[config.mk]
export PLATFORM = sky130hd
export DESIGN_NAME = clkstop_gate
export DESIGN_NICKNAME = d
export VERILOG_FILES = /design/src/rtl/clkstop_pkg.sv /design/src/rtl/clkstop_sync.sv /design/src/rtl/clkstop_strap.sv /design/src/rtl/clkstop_lane.sv /design/src/rtl/clkstop_gate.sv
export SDC_FILE = /design/constraint.sdc
export NUM_CORES = 1
export LEC_CHECK = 0
export ABC_AREA = 1
export BUFFER_PORTS_ARGS = -buffer_cell sky130_fd_sc_hd__clkbuf_2
export CAP_MARGIN = 20
export CORE_AREA = 2 2 39 41
export DETAILED_ROUTE_END_ITERATION = 8
export DIE_AREA = 0 0 41 43
export PLACE_DENSITY = 0.47
export REMOVE_ABC_BUFFERS = 1
export SLEW_MARGIN = 5
export SYNTH_ARGS = -nofsm -noshare
export SYNTH_HDL_FRONTEND = slang
export SYNTH_SLANG_ARGS = --single-unit
[constraint.sdc]
create_clock -name clk_in -period 0.8 [get_ports clk_in]
set_clock_uncertainty 0.05 [all_clocks]
set_input_delay 0.16 -clock clk_in [delete_from_list [all_inputs] [get_ports clk_in]]
set_output_delay 0.16 -clock clk_in [all_outputs]
set_load 0.01 [all_outputs]
[src/rtl/clkstop_pkg.sv]
package clkstop_pkg;
  // Operating mode captured from the strap input
  typedef enum logic {
    MODE_MOBILE  = 1'b0,
    MODE_DESKTOP = 1'b1
  } strap_mode_e;
endpackage

[src/rtl/clkstop_sync.sv]
// Multi-stage synchronizer with a selectable reset value.
module clkstop_sync #(
  parameter int   STAGES  = 2,
  parameter logic RST_VAL = 1'b0
) (
  input  logic clk,
  input  logic rst_n,
  input  logic d,
  output logic q
);
  logic [STAGES-1:0] chain_q;
  logic [STAGES-1:0] chain_d;

  always_comb begin
    chain_d[0] = d;
    for (int i = 1; i < STAGES; i++) begin
      chain_d[i] = chain_q[i-1];
    end
  end

  always_ff @(posedge clk or negedge rst_n) begin
    if (!rst_n) begin
      chain_q <= {STAGES{RST_VAL}};
    end else begin
      chain_q <= chain_d;
    end
  end

  assign q = chain_q[STAGES-1];
endmodule

[src/rtl/clkstop_strap.sv]
// Captures the mode strap once after reset and holds it.
module clkstop_strap
  import clkstop_pkg::*;
(
  input  logic        clk,
  input  logic        rst_n,
  input  logic        strap,
  output strap_mode_e mode_q,
  output logic        mode_vld
);
  strap_mode_e mode_d;
  logic        vld_d;

  always_comb begin
    mode_d = mode_q;
    vld_d  = mode_vld;
    if (!mode_vld) begin
      mode_d = strap_mode_e'(strap);
      vld_d  = 1'b1;
    end
  end

  always_ff @(posedge clk or negedge rst_n) begin
    if (!rst_n) begin
      mode_q   <= MODE_MOBILE;
      mode_vld <= 1'b0;
    end else begin
      mode_q   <= mode_d;
      mode_vld <= vld_d;
    end
  end
endmodule

[src/rtl/clkstop_lane.sv]
// One gated output: enable registered on the falling edge, so it
// only changes while the clock is low.
module clkstop_lane (
  input  logic clk,
  input  logic rst_n,
  input  logic run,
  input  logic en,
  output logic gclk
);
  logic en_d;
  logic en_q;

  always_comb begin
    en_d = en & run;
  end

  always_ff @(negedge clk or negedge rst_n) begin
    if (!rst_n) begin
      en_q <= 1'b0;
    end else begin
      en_q <= en_d;
    end
  end

  assign gclk = clk & en_q;
endmodule

[src/rtl/clkstop_gate.sv]
module clkstop_gate
  import clkstop_pkg::*;
#(
  parameter int NUM_OUT     = 2,
  parameter int SYNC_STAGES = 2,
  parameter int RST_STAGES  = 2,
  parameter int MIN_RUN     = 100
) (
  input  logic               clk_in,
  input  logic               rst_n,
  input  logic               mode_strap,
  input  logic               stop_n,
  input  logic [NUM_OUT-1:0] out_en,
  output logic [NUM_OUT-1:0] clk_out
);
  logic        rst_int_n;
  logic        stop_sync;
  strap_mode_e mode_q;
  logic        mode_vld;
  logic        desk_mode;
  logic        run;

  // reset: asserted at once, released after RST_STAGES rising edges
  clkstop_sync #(.STAGES(RST_STAGES), .RST_VAL(1'b0)) u_rst_sync (
    .clk   (clk_in),
    .rst_n (rst_n),
    .d     (1'b1),
    .q     (rst_int_n)
  );

  // stop request into the clock domain; idles as "running"
  clkstop_sync #(.STAGES(SYNC_STAGES), .RST_VAL(1'b1)) u_stop_sync (
    .clk   (clk_in),
    .rst_n (rst_int_n),
    .d     (stop_n),
    .q     (stop_sync)
  );

  clkstop_strap u_strap (
    .clk      (clk_in),
    .rst_n    (rst_int_n),
    .strap    (mode_strap),
    .mode_q   (mode_q),
    .mode_vld (mode_vld)
  );

  always_comb begin
    desk_mode = (mode_q == MODE_DESKTOP);
    run       = desk_mode | stop_sync;
  end

  for (genvar g = 0; g < NUM_OUT; g++) begin : g_lane
    clkstop_lane u_lane (
      .clk   (clk_in),
      .rst_n (rst_int_n),
      .run   (run),
      .en    (out_en[g]),
      .gclk  (clk_out[g])
    );
  end
endmodule

# Yosys cells after proc, flatten, opt, wreduce, memory -nomap -nowiden
# Index checks and enable logic that the tools add are counted.
[totals] ff_bits=8
[op_classes] n_bitwise=5
[ops] op="$and A1 B1 Y1" n=4
[ops] op="$or A1 B1 Y1" n=1

# Longest topological paths before layout
[depth] depth_word=2 ltp_mapped=3

# Hierarchy
# A second synthesis with hierarchy kept.
[hier_totals] cells_unflattened=25 area_unflattened_um2=266.5
[by_module_without_submodules] module="clkstop_lane" n_inst=2 cells_per_inst=5 area_each_um2=40.0 seq_area_each_um2=25.0
[by_module_without_submodules] module="clkstop_strap" n_inst=1 cells_per_inst=7 area_each_um2=68.8 seq_area_each_um2=50.0
[by_module_without_submodules] module="clkstop_sync (u_stop_sync)" n_inst=1 cells_per_inst=2 area_each_um2=52.6 seq_area_each_um2=52.6
[by_module_without_submodules] module="clkstop_sync (u_rst_sync)" n_inst=1 cells_per_inst=2 area_each_um2=50.0 seq_area_each_um2=50.0
[by_module_without_submodules] module="clkstop_gate" n_inst=1 cells_per_inst=4 area_each_um2=15.0 seq_area_each_um2=0.0

==> summary.md <==
| Metric | Value |
|---|---|
| Status | complete, but fails checks |
| Failing checks | setup timing |
| Data required, critical path | approximately 590 ps |
| Post-synth EDFFs | 0 |
| Ant diodes | 0 |
| CP max FO | 1 |
| Layout cell share with drive strength beyond 1 | 0.477 |
| Initial antenna violation count | 0 |
| Maximum Capacitance Violations | 0 |
| FF-to-FF End | g_lane[0].u_lane.en_q |
| CP Data Arrival Time | 1360 ps |
| Global-route wire length before repair | 765 um |
| Final WS setup | -768 ps |
| Ports | 8 |
| Most instantiated cells after synthesis | inv_1 (5), nand2_1 (5), dfrtp_1 (4) |
| DRT iter0 DRCs | 2 |
| Detailed-route via count | 197 |
| Ys async rst share | 1.00 |
| Starting Density | 0.195 |
| Syn Std Cell Area | 270 um2 |
| Leak | around 0.24 nW |
| Largest area contributor in the netlist | dfrtp_1 |
| Synth top area share | 0.370 |
| HPWL after DPL | approximately 290 um |
| Fin util | 0.318 |
| Worst Setup End Kind | output port |
| Reg2Reg Depth | 2 |
| FP Rows | 14 |
| Gr usage total | 0.0903 |
| Yosys reg bits | 8 |
| Distinct cells, synth | 8 |
| Synthesized area per cell | 11.3 um2 |
| Slowest-stage cell, CP | dfrtn_1 |
| RR Startpoint | u_strap.mode_q |
| Placeable Area | 1380 um2 |
| DR vias/cell | 3.28 |
| Vias in the first global route | approximately 250 |
| Max Slew Vio Count | 0 |
| DRC viols | 0 |
| Largest net degree at the start of global routing | 6 |
| Reg clk slew, reported paths | around 60 ps |
| Final hold violations | 0 |
| Worst path max stage delay | about 380 ps |
| Total Power | 1.31 mW |
| Layout net count | 50 |
| Total grt overflow | 0 |
| Drt first pass iters | 2 |
| Maximum VDD drop | 1190 uV |
| Crit path kind | register to output port |
| Gpl congestion | 0.568 |
| Routed wire length | 489 um |
| Total of fill cells in the finished design | approximately 150 |
| Worst hold-check path type | primary input to asynchronous set/reset pin |
| Largest cells by area after synthesis | dfrtp_1 (37%), dfstp_2 (19%), dfrtn_1 (19%), inv_1 (6.9%), nand2_1 (6.9%) |
| Register Area | 203 um2 |
| Clock latency at the later pin of the worst-skew pair | 360 ps |
| Yosys Warn Count | 0 |
| Setup tns final | -2160 ps |
| Die Ht | 43 um |
| CTS tree | yes |
| Top FF cell, synth | dfrtp_1 |
| Cell Pwr Density | just under 3000 nW/um2 |
| Worst hold slack | 63.1 ps |
| R2R setup slack | -320 ps |
| RSZ-0062 raised after global routing | true |
| Sequential area share after synthesis | 0.750 |
| Post-route antenna net violation count | 0 |
| Syn-to-layout area delta | 63.0% |
| Final Setup Violations | 6 |
| Critical-path cell list | nand2_1 -> inv_1 -> buf_6 |
| WL/cell | 8.15 um |
| Die Area | 1760 um2 |
| Die width | 41 um |
| Multi-input gate area | 42.5 um2 |
| Worst Setup Start Kind | register |
| Post-Syn Instances | 24 |
| Port Buffer Count | 7 |
[layout by cell type (no fill, tap or decap), drive strengths merged]
cell	n
clkbuf	14
inv	5
nand2	5
dfrtp	4
buf	4
dlygate4sd3	3
nor2	3
dfrtn	2
conb	2
dfstp	2
[metrics by stage]
stage / std cells / instance area (um2) / setup WS (ps)
after detailed placement: 47 / 322 / -370
final: 60 / 440 / -768
after global placement: 47 / 322 / -365
after floorplan: 23 / 259 / -326
after CTS: 60 / 419 / -799
after global routing: 60 / 440 / -828
[what timing repair did]
action	4_1_cts	5_1_grt
setup endpoints to repair	6	7
hold buffers	3	0
hold endpoints to repair	4	0
resized for setup	0	8
pin swaps	2	0
buffers inserted	1	0
[layout make-up]
cell class | count | area share
Multi-Input combinational cell | 10 | 0.0966
Clock inverter | 2 | 0.0170
Inverter | 3 | 0.0256
Clock buffer | 11 | 0.188
Tap cell | 16 | 0.0455
Timing Repair Buffer | 10 | 0.168
Sequential cell | 8 | 0.460
[cell families after synthesis]
kind of cell / count (synthesis) / synth area share
buffers and inverters: 7 / 0.125
flip-flops: 8 / 0.750
other: 1 / 0.0139
AND/OR/NAND/NOR: 8 / 0.111
[state kept, by name, indices dropped and copies added, names as in the netlist]
signal / flops
u_stop_sync.chain_q: 2
g_lane.u_lane.en_q: 2
u_strap.mode_vld: 1
u_strap.mode_q: 1
u_rst_sync.chain_q: 2
[how the worst max path moves through the flow]
| stage | to | start | cells past startpoint | slack, ps |
|---|---|---|---|---|
| after floorplan | g_lane[0].u_lane.en_q | u_strap.mode_q | 2 | -330 |
| after global placement | clk_out[0] | g_lane[0].u_lane.en_q | 3 | -370 |
| after detailed placement | g_lane[0].u_lane.en_q | u_strap.mode_q | 2 | -370 |
| after CTS | clk_out[1] | g_lane[1].u_lane.en_q | 3 | -800 |
| after global routing | clk_out[1] | g_lane[1].u_lane.en_q | 3 | -830 |
| final | clk_out[0] | g_lane[0].u_lane.en_q | 3 | -770 |
[worst max-delay path: cells and delay by family (launching register included)]
kind	cells	cell delay [ps]
flops	1	380
buf+inv	2	150
simple gates	1	50
[metal layers]
layer	global-route usage	up-vias	wire length, um	part of all wire
li1	-	100	-	-
met1	0.0598	85	209	0.43
met2	0.0625	12	209	0.43
met3	0.126	0	70	0.14
met4	0.180	0	0	0
met5	0	-	0	0
[power by group]
group	internal, mW	switching (mW)
Clock	0.519	0.283
Sequential	0.435	0.0125
Combinational	0.0359	0.0211
Note: power is estimated with default switching activity, not from simulation.
